### src/rtl/irq_redir_pkg.sv
package irq_redir_pkg;

  localparam int VEC_W   = 8;
  localparam int DEST_W  = 8;
  localparam int DMODE_W = 3;

  // Entry layout, MSB first: mask, trig, dest_mode, deliv, vector, dest
  typedef struct packed {
    logic               mask;
    logic               trig;       // 1 = level, 0 = edge
    logic               dest_mode;  // 0 = physical, 1 = logical
    logic [DMODE_W-1:0] deliv;
    logic [VEC_W-1:0]   vector;
    logic [DEST_W-1:0]  dest;
  } redir_entry_t;

  localparam int ENTRY_W = $bits(redir_entry_t);

  typedef struct packed {
    logic [VEC_W-1:0]   vector;
    logic [DEST_W-1:0]  dest;
    logic               dest_mode;
    logic [DMODE_W-1:0] deliv;
    logic               trig;
  } redir_msg_t;

  typedef enum logic [1:0] {
    ST_IDLE = 2'd0,
    ST_SEND = 2'd1,
    ST_WAIT = 2'd2
  } svc_state_t;

  // Pin 0 is always aimed physically at the boot processor
  function automatic redir_msg_t compose_msg(input redir_entry_t e,
                                             input logic         is_pin0,
                                             input logic [DEST_W-1:0] boot);
    redir_msg_t m;
    m.vector    = e.vector;
    m.deliv     = e.deliv;
    m.trig      = e.trig;
    m.dest      = is_pin0 ? boot : e.dest;
    m.dest_mode = is_pin0 ? 1'b0 : e.dest_mode;
    return m;
  endfunction

endpackage

### src/rtl/irq_pin_state.sv
module irq_pin_state
  import irq_redir_pkg::*;
#(
  parameter int NUM_PINS = 8
) (
  input  logic                clk,
  input  logic                rst_n,
  input  logic [NUM_PINS-1:0] line_in,
  input  redir_entry_t        ent [NUM_PINS],
  input  logic [NUM_PINS-1:0] edge_taken,
  input  logic [NUM_PINS-1:0] rirr_set,
  input  logic                eoi_valid,
  input  logic [VEC_W-1:0]    eoi_vector,
  output logic [NUM_PINS-1:0] pending,
  output logic [NUM_PINS-1:0] remote_irr,
  output logic [NUM_PINS-1:0] edge_done
);

  logic [NUM_PINS-1:0] line_q;
  logic [NUM_PINS-1:0] edge_req;
  logic [NUM_PINS-1:0] line_rise;
  logic [NUM_PINS-1:0] eoi_hit;

  assign line_rise = line_in & ~line_q;

  always_ff @(posedge clk) begin
    if (!rst_n) line_q <= '0;
    else        line_q <= line_in;
  end

  for (genvar i = 0; i < NUM_PINS; i++) begin : g_pin
    assign eoi_hit[i] = eoi_valid && ent[i].trig && (ent[i].vector == eoi_vector);
    assign pending[i] = ent[i].trig ? line_in[i] : edge_req[i];

    always_ff @(posedge clk) begin
      if (!rst_n) begin
        edge_req[i]   <= 1'b0;
        edge_done[i]  <= 1'b0;
        remote_irr[i] <= 1'b0;
      end else begin
        // a new rising edge wins over the handover clear
        if (line_rise[i])        edge_req[i] <= 1'b1;
        else if (edge_taken[i])  edge_req[i] <= 1'b0;

        if (edge_taken[i])       edge_done[i] <= 1'b1;
        else if (line_rise[i])   edge_done[i] <= 1'b0;

        if (rirr_set[i])         remote_irr[i] <= 1'b1;
        else if (eoi_hit[i])     remote_irr[i] <= 1'b0;
      end
    end
  end

endmodule

### src/rtl/irq_pick.sv
module irq_pick #(
  parameter int NUM_PINS = 8,
  localparam int PIN_W = (NUM_PINS > 1) ? $clog2(NUM_PINS) : 1
) (
  input  logic [NUM_PINS-1:0] eligible,
  output logic                any,
  output logic [PIN_W-1:0]    idx
);

  // lowest set bit wins
  function automatic logic [PIN_W-1:0] lowest_set(input logic [NUM_PINS-1:0] v);
    logic [PIN_W-1:0] r;
    r = '0;
    for (int k = NUM_PINS - 1; k >= 0; k--) begin
      if (v[k]) r = PIN_W'(k);
    end
    return r;
  endfunction

  assign any = |eligible;
  assign idx = lowest_set(eligible);

endmodule

### src/rtl/irq_msg_build.sv
module irq_msg_build
  import irq_redir_pkg::*;
#(
  parameter int NUM_PINS = 8,
  localparam int PIN_W = (NUM_PINS > 1) ? $clog2(NUM_PINS) : 1
) (
  input  redir_entry_t      ent [NUM_PINS],
  input  logic [PIN_W-1:0]  sel,
  input  logic [DEST_W-1:0] boot_id,
  output redir_msg_t        msg,
  output logic              sel_masked
);

  redir_entry_t chosen;

  always_comb begin
    chosen = ent[0];
    for (int k = 0; k < NUM_PINS; k++) begin
      if (sel == PIN_W'(k)) chosen = ent[k];
    end
  end

  assign msg        = compose_msg(chosen, sel == '0, boot_id);
  assign sel_masked = chosen.mask;

endmodule

### src/rtl/irq_redir_engine.sv
module irq_redir_engine
  import irq_redir_pkg::*;
#(
  parameter int NUM_PINS = 8,
  parameter int CNT_W    = 4,
  parameter int RTC_PIN  = 1,
  localparam int PIN_W   = (NUM_PINS > 1) ? $clog2(NUM_PINS) : 1
) (
  input  logic                        clk,
  input  logic                        rst_n,
  input  logic [NUM_PINS-1:0]         line_in,
  input  logic [NUM_PINS*ENTRY_W-1:0] entry_tbl,
  input  logic [DEST_W-1:0]           boot_id,
  output logic                        msg_valid,
  input  logic                        msg_ready,
  output logic [PIN_W-1:0]            msg_pin,
  output logic [VEC_W-1:0]            msg_vector,
  output logic [DEST_W-1:0]           msg_dest,
  output logic                        msg_dest_mode,
  output logic [DMODE_W-1:0]          msg_deliv,
  output logic                        msg_trig,
  output logic                        msg_level,
  output logic [1:0]                  msg_shorthand,
  input  logic                        rsp_valid,
  input  logic [CNT_W-1:0]            rsp_count,
  input  logic                        rsp_err,
  input  logic                        eoi_valid,
  input  logic [VEC_W-1:0]            eoi_vector,
  output logic [NUM_PINS-1:0]         pending,
  output logic [NUM_PINS-1:0]         blocked,
  output logic [NUM_PINS-1:0]         remote_irr,
  output logic [NUM_PINS-1:0]         edge_done,
  output logic [CNT_W-1:0]            rtc_count
);

  redir_entry_t        ent [NUM_PINS];
  logic [NUM_PINS-1:0] mask_bits;
  logic [NUM_PINS-1:0] level_bits;
  logic [NUM_PINS-1:0] rtc_gate;
  logic [NUM_PINS-1:0] eligible;
  logic [NUM_PINS-1:0] edge_taken;
  logic [NUM_PINS-1:0] rirr_set;

  svc_state_t          state;
  redir_msg_t          cur_msg;
  redir_msg_t          new_msg;
  logic [PIN_W-1:0]    cur_pin;
  logic [PIN_W-1:0]    pick_idx;
  logic                pick_any;
  logic                issue_masked;

  // named internal events
  logic ev_issue;
  logic ev_hand;
  logic ev_rsp;
  logic rsp_accept;
  logic rtc_eoi;

  for (genvar i = 0; i < NUM_PINS; i++) begin : g_unpack
    assign ent[i]        = entry_tbl[i*ENTRY_W +: ENTRY_W];
    assign mask_bits[i]  = ent[i].mask;
    assign level_bits[i] = ent[i].trig;
    if (i == RTC_PIN) begin : g_rtc
      assign rtc_gate[i] = (rtc_count != '0);
    end else begin : g_norm
      assign rtc_gate[i] = 1'b0;
    end
  end

  assign eligible = pending & ~mask_bits & ~(level_bits & remote_irr) & ~rtc_gate;
  assign blocked  = pending & mask_bits;

  irq_pick #(.NUM_PINS(NUM_PINS)) u_pick (
    .eligible (eligible),
    .any      (pick_any),
    .idx      (pick_idx)
  );

  irq_msg_build #(.NUM_PINS(NUM_PINS)) u_build (
    .ent        (ent),
    .sel        (pick_idx),
    .boot_id    (boot_id),
    .msg        (new_msg),
    .sel_masked (issue_masked)
  );

  assign ev_issue   = (state == ST_IDLE) && pick_any;
  assign ev_hand    = (state == ST_SEND) && msg_ready;
  assign ev_rsp     = (state == ST_WAIT) && rsp_valid;
  assign rsp_accept = ev_rsp && !rsp_err && (rsp_count != '0);

  for (genvar i = 0; i < NUM_PINS; i++) begin : g_ctl
    assign edge_taken[i] = ev_hand && !cur_msg.trig && (cur_pin == PIN_W'(i));
    assign rirr_set[i]   = rsp_accept && cur_msg.trig && (cur_pin == PIN_W'(i));
  end

  irq_pin_state #(.NUM_PINS(NUM_PINS)) u_pins (
    .clk        (clk),
    .rst_n      (rst_n),
    .line_in    (line_in),
    .ent        (ent),
    .edge_taken (edge_taken),
    .rirr_set   (rirr_set),
    .eoi_valid  (eoi_valid),
    .eoi_vector (eoi_vector),
    .pending    (pending),
    .remote_irr (remote_irr),
    .edge_done  (edge_done)
  );

  always_ff @(posedge clk) begin
    if (!rst_n) begin
      state   <= ST_IDLE;
      cur_pin <= '0;
      cur_msg <= '0;
    end else begin
      case (state)
        ST_IDLE: if (ev_issue) begin
          state   <= ST_SEND;
          cur_pin <= pick_idx;
          cur_msg <= new_msg;
        end
        ST_SEND: if (ev_hand) state <= ST_WAIT;
        ST_WAIT: if (ev_rsp)  state <= ST_IDLE;
        default: state <= ST_IDLE;
      endcase
    end
  end

  // designated-pin acceptance count
  assign rtc_eoi = eoi_valid && (eoi_vector == ent[RTC_PIN].vector) && (rtc_count != '0);

  always_ff @(posedge clk) begin
    if (!rst_n) begin
      rtc_count <= '0;
    end else if (ev_rsp && (cur_pin == PIN_W'(RTC_PIN))) begin
      rtc_count <= rsp_err ? '0 : rsp_count;
    end else if (rtc_eoi) begin
      rtc_count <= rtc_count - 1'b1;
    end
  end

  assign msg_valid     = (state == ST_SEND);
  assign msg_pin       = cur_pin;
  assign msg_vector    = cur_msg.vector;
  assign msg_dest      = cur_msg.dest;
  assign msg_dest_mode = cur_msg.dest_mode;
  assign msg_deliv     = cur_msg.deliv;
  assign msg_trig      = cur_msg.trig;
  assign msg_level     = 1'b1;
  assign msg_shorthand = 2'b00;

endmodule

### config.mk
export PLATFORM = sky130hd
export DESIGN_NAME = irq_redir_engine
export DESIGN_NICKNAME = d
export VERILOG_FILES = /design/src/rtl/irq_redir_pkg.sv /design/src/rtl/irq_pin_state.sv /design/src/rtl/irq_pick.sv /design/src/rtl/irq_msg_build.sv /design/src/rtl/irq_redir_engine.sv
export SDC_FILE = /design/constraint.sdc
export NUM_CORES = 1
export LEC_CHECK = 0
export BUFFER_PORTS_ARGS = -buffer_cell sky130_fd_sc_hd__buf_4
export CORE_MARGIN = 4
export CORE_UTILIZATION = 48
export CTS_CLUSTER_SIZE = 16
export DETAILED_ROUTE_END_ITERATION = 10
export PLACE_DENSITY = 0.83
export SLEW_MARGIN = 30
export SYNTH_ARGS = -nofsm -noshare
export SYNTH_HDL_FRONTEND = slang
export SYNTH_HIERARCHICAL = 1
export SYNTH_SLANG_ARGS = --single-unit
### constraint.sdc
create_clock -name clk -period 3.9 [get_ports clk]
set_clock_uncertainty 0.2 [all_clocks]
set_input_delay 0.78 -clock clk [delete_from_list [all_inputs] [get_ports clk]]
set_output_delay 0.78 -clock clk [all_outputs]
set_load 0.03 [all_outputs]
-- Word level (Yosys, flattened, before mapping)
Cells that the tools add are included.
- add/subtract/negate cells: 1
- equal/unequal tests: 28
- mux-type cells: 80
- bitwise operators: 10
- reduce and logical (&&, ||, !) cells: 69
- operator list (cell ; number):
    two-way mux 21 bit ; 7
    equality test 8 bit ; 9
    two-way mux 1 bit ; 57
    bitwise AND 8 bit ; 6
    logical AND 1 bit ; 42
    nonzero test 2 bit ; 17
    equality test 3 bit (second input constant) ; 8
    two-way mux 3 bit ; 8
    NOT 8 bit ; 3
    equality test 3 x 2 -> 1 bit (second input constant) ; 4
    two-way mux 4 bit ; 3
    two-way mux 8 bit ; 1
    NOT 2 -> 8 bit ; 1
    nonzero test 4 bit ; 2
    OR reduction 8 bit ; 1
    equality test 3 x 1 -> 1 bit (second input constant) ; 2
    zero test 3 bit ; 2
    two-way mux 2 bit ; 3
    case mux 2 bit (3 select lines) ; 1
    inequality test 2 bit (second input constant) ; 2
    subtractor 4 x 1 -> 4 bit (second input constant) ; 1
    AND reduction 3 bit ; 1
    equality test 2 x 1 -> 1 bit (second input constant) ; 1
    equality test 2 bit (second input constant) ; 1
    4 further kinds ; 5
- flip-flop bits (word level): 62
- bits of input ports: 210
- output and inout bits: 64
- word-level logic and storage cells: 221

-- Depth between registers and ports, before layout
- depth in word-level cells: 21
- mapped depth: 15
- mapped depth without buffers: 12

-- Modules after synthesis
Netlist, hierarchy kept.
- modules (own cells, without submodules) (module ; instances ; cells an instance ; area an instance (µm²) ; seq. area each (µm²)):
    irq_pin_state ; 1 ; 209 ; 1966.9 ; 640.6
    irq_msg_build ; 1 ; 265 ; 1861.8 ; 0.0
    irq_redir_engine ; 1 ; 210 ; 1686.6 ; 600.6
    irq_pick ; 1 ; 13 ; 81.3 ; 0.0

-- Least setup slack after synthesis
No wires, ideal clock.
- path kind: input to register
- from: input port entry_tbl[174]
- to: register cur_msg, in the netlist msg_deliv[2]
- library setup time: 0.116 ns
- data arrival time: 3.152 ns
- data required time: 3.584 ns
- slack: 0.432 ns
- cell stages on the path: 11
- buffers on the path: 2
- cells stage by stage: mux2_2 -> inv_1 -> a211oi_1 -> a21oi_1 -> o41ai_1 -> buf_4 -> buf_6 -> mux4_2 -> mux2_2 -> nand2_1 -> a21boi_1
- RTL lines (element ; line ; text):
    start: declaration ; irq_redir_engine.sv:12 ; input logic [NUM_PINS*ENTRY_W-1:0] entry_tbl,
    end signal: assignment ; irq_redir_engine.sv:121 ; cur_msg <= new_msg;
    end: declaration ; irq_redir_engine.sv:45 ; redir_msg_t cur_msg;

==> flow_summary.yaml <==
outcome:
  status: "finished clean"
critical_path:
  critical_path_class: "reg -> reg"
  r2r_start: "rtc_count[0]"
  endpoint_kind: "flop"
  r2r_slack_ps: 280
  r2r_cells: 15
  regToRegEndpoint: "msg_dest[1]"
  critPathMaxFanout: 18
  worstSetupStartpointType: "flop"
  critPathArrivalTime_ps: 3680
  cp.required_ps: 3960
die:
  die_h_um: 115.3
  initial_core_util_pct: 50.07
  io_pins: 274
  dieArea_mm2: 0.01329
  coreArea_mm2: 0.01103
  rows: 38
  die_w_um: 115.3
grt:
  grt_usage_pct: 33.44
  grt_max_degree: 61
  grt-ovfl-total: 0
  antenna_found_initial: 0
  grt_pass1_wl_mm: 34.29
  grt_pass1_vias: 6518
placed_design:
  gp_congestion: 0.9754
  io_buffers: 270
  dpl.hpwl_mm: 18.39
sta:
  setup_tns_ps: 0
  rsz0062_at_grt: "false"
  hold_viol: 0
  worst_slew_pin_slew_ps: 542.0
  period_minus_slack_ps: 3618
  fin_crit_sh_pct: 92.78
  maxSlewHeadroom_pct: 63.87
  setup_viol: 0
  slew_viol_final: 0
  fmax_mhz: 276.4
  hold_ws_ps: 253.3
layout:
  diodes: 0
  nets: 1162
  final_common_cell: "buf_4"
  final_cell_mix: "buf_4 (304), nand2_1 (65), dfxtp_1 (62)"
  syn2layout_area_growth_pct: 44.95
  drive_gt1_share_pct: 38.64
  nFillCells: 934
clock_network:
  cts_resized: 0
  clock_path_buffers: 2
  post_cts_buffers: 0
  cts_buffers: 9
  clkLatencyLatePin_ps: 340
  cts_tree: "yes"
  hold_buffers: 0
  cts_sinks: 62
  clkTransAtPathRegs_ps: 60
  ctsHtreeMaxLevel: 3
  cts-root-buf: "clkbuf_16"
routing:
  first_pass_iters: 6
  num_vias: 6433
  detail-route-antenna-nets: 0
  finalWirelength_mm: 22.86
  wl_per_cell_um: 20.88
  drc: 0
  via_per_inst: 5.875
  drtIter0Drc: 784
pwr:
  ir_drop_mv: 0.3102
  power_density_mw_per_mm2: 366.3
  power.leakage_nw: 3.529
min_path:
  hold_path.class: "reg -> reg"
  holdPathEnd: "msg_dest[5]"
  min_from: "msg_dest[5]"
  min_path_cells: 2
synth:
  avgSynthCellArea_um2: 8.051
  syn_inst: 686
  synth_area_mm2: 0.005523
  yosysWarningCount: 6
run:
  max_cap_violations: 0
==> worst max-delay path, cell delays in order, from the launching register on <==
cell and delay (ps):
dfxtp_1 330, inv_1 120, ha_1 160, or3b_1 390, a2111oi_0 400, buf_4 190, o21bai_1 90, o41ai_2 70
buf_4 340, buf_4 270, or3_1 270, nor2_1 60, or3_1 290, o21ai_0 160, nand2_1 70, a21boi_1 120
==> layout make-up <==
cell class	instances	area [µm²]	share of cell area [%]
Clock buffer	10	229.0	2.860
Inverter	21	78.83	0.9847
Multi-Input combinational cell	552	3913	48.87
Clock inverter	6	86.33	1.078
Tap cell	140	175.2	2.188
Timing Repair Buffer	304	2282	28.51
Sequential cell	62	1241	15.50
==> worst max path at each step <==
stage                   start      endpoint  cells past startpoint
6_report         rtc_count[0]   msg_dest[1]                     15
5_1_grt          rtc_count[0]  msg_deliv[0]                     15
4_1_cts          rtc_count[0]   msg_dest[7]                     16
3_5_place_dp   entry_tbl[174]  msg_deliv[2]                     12
3_3_place_gp   entry_tbl[174]   msg_dest[1]                     14
2_1_floorplan  entry_tbl[174]  msg_deliv[2]                     11
==> power by group <==
part	switching, W	total, W	leakage [nW]	internal, W
Clock	0.000306	0.000864	0.152	0.000558
Combinational	0.000722	0.00133	2.87	0.000608
Sequential	0.0000441	0.000738	0.509	0.000694
==> per-layer routing <==
layer	vias to the layer above	wire (µm)	global-route usage [%]	part of all wire [%]
met5	-	0	0	0
met4	0	1348	18.94	5.9
met3	95	2312	7.789	10
met2	451	11300	58.37	49
met1	2946	7901	37.19	35
li1	2941	-	-	-
==> flip-flops by register name, indices dropped and copies added, names as in the netlist, 3 cells and up <==
name               flops
msg_pin                3
rtc_count              4
msg_vector             8
u_pins/remote_irr      8
u_pins/edge_done       8
u_pins/edge_req        8
msg_dest               8
u_pins/line_q          8
msg_deliv              3
==> metrics by stage <==
stage	power (W)	setup slack [ps]	std cells	area [µm²]	util (%)
global route	0.003050	94.38	1095	8005	72.57
detailed placement	0.002051	101.7	1079	7690	69.71
CTS	0.002910	303.7	1095	8005	72.57
finish	0.002933	281.7	1095	8005	72.57
floorplan	0.001537	431.8	687	5527	-
global placement	0.002044	197.4	1079	7690	69.71
Power figures use the tool's default switching activity.
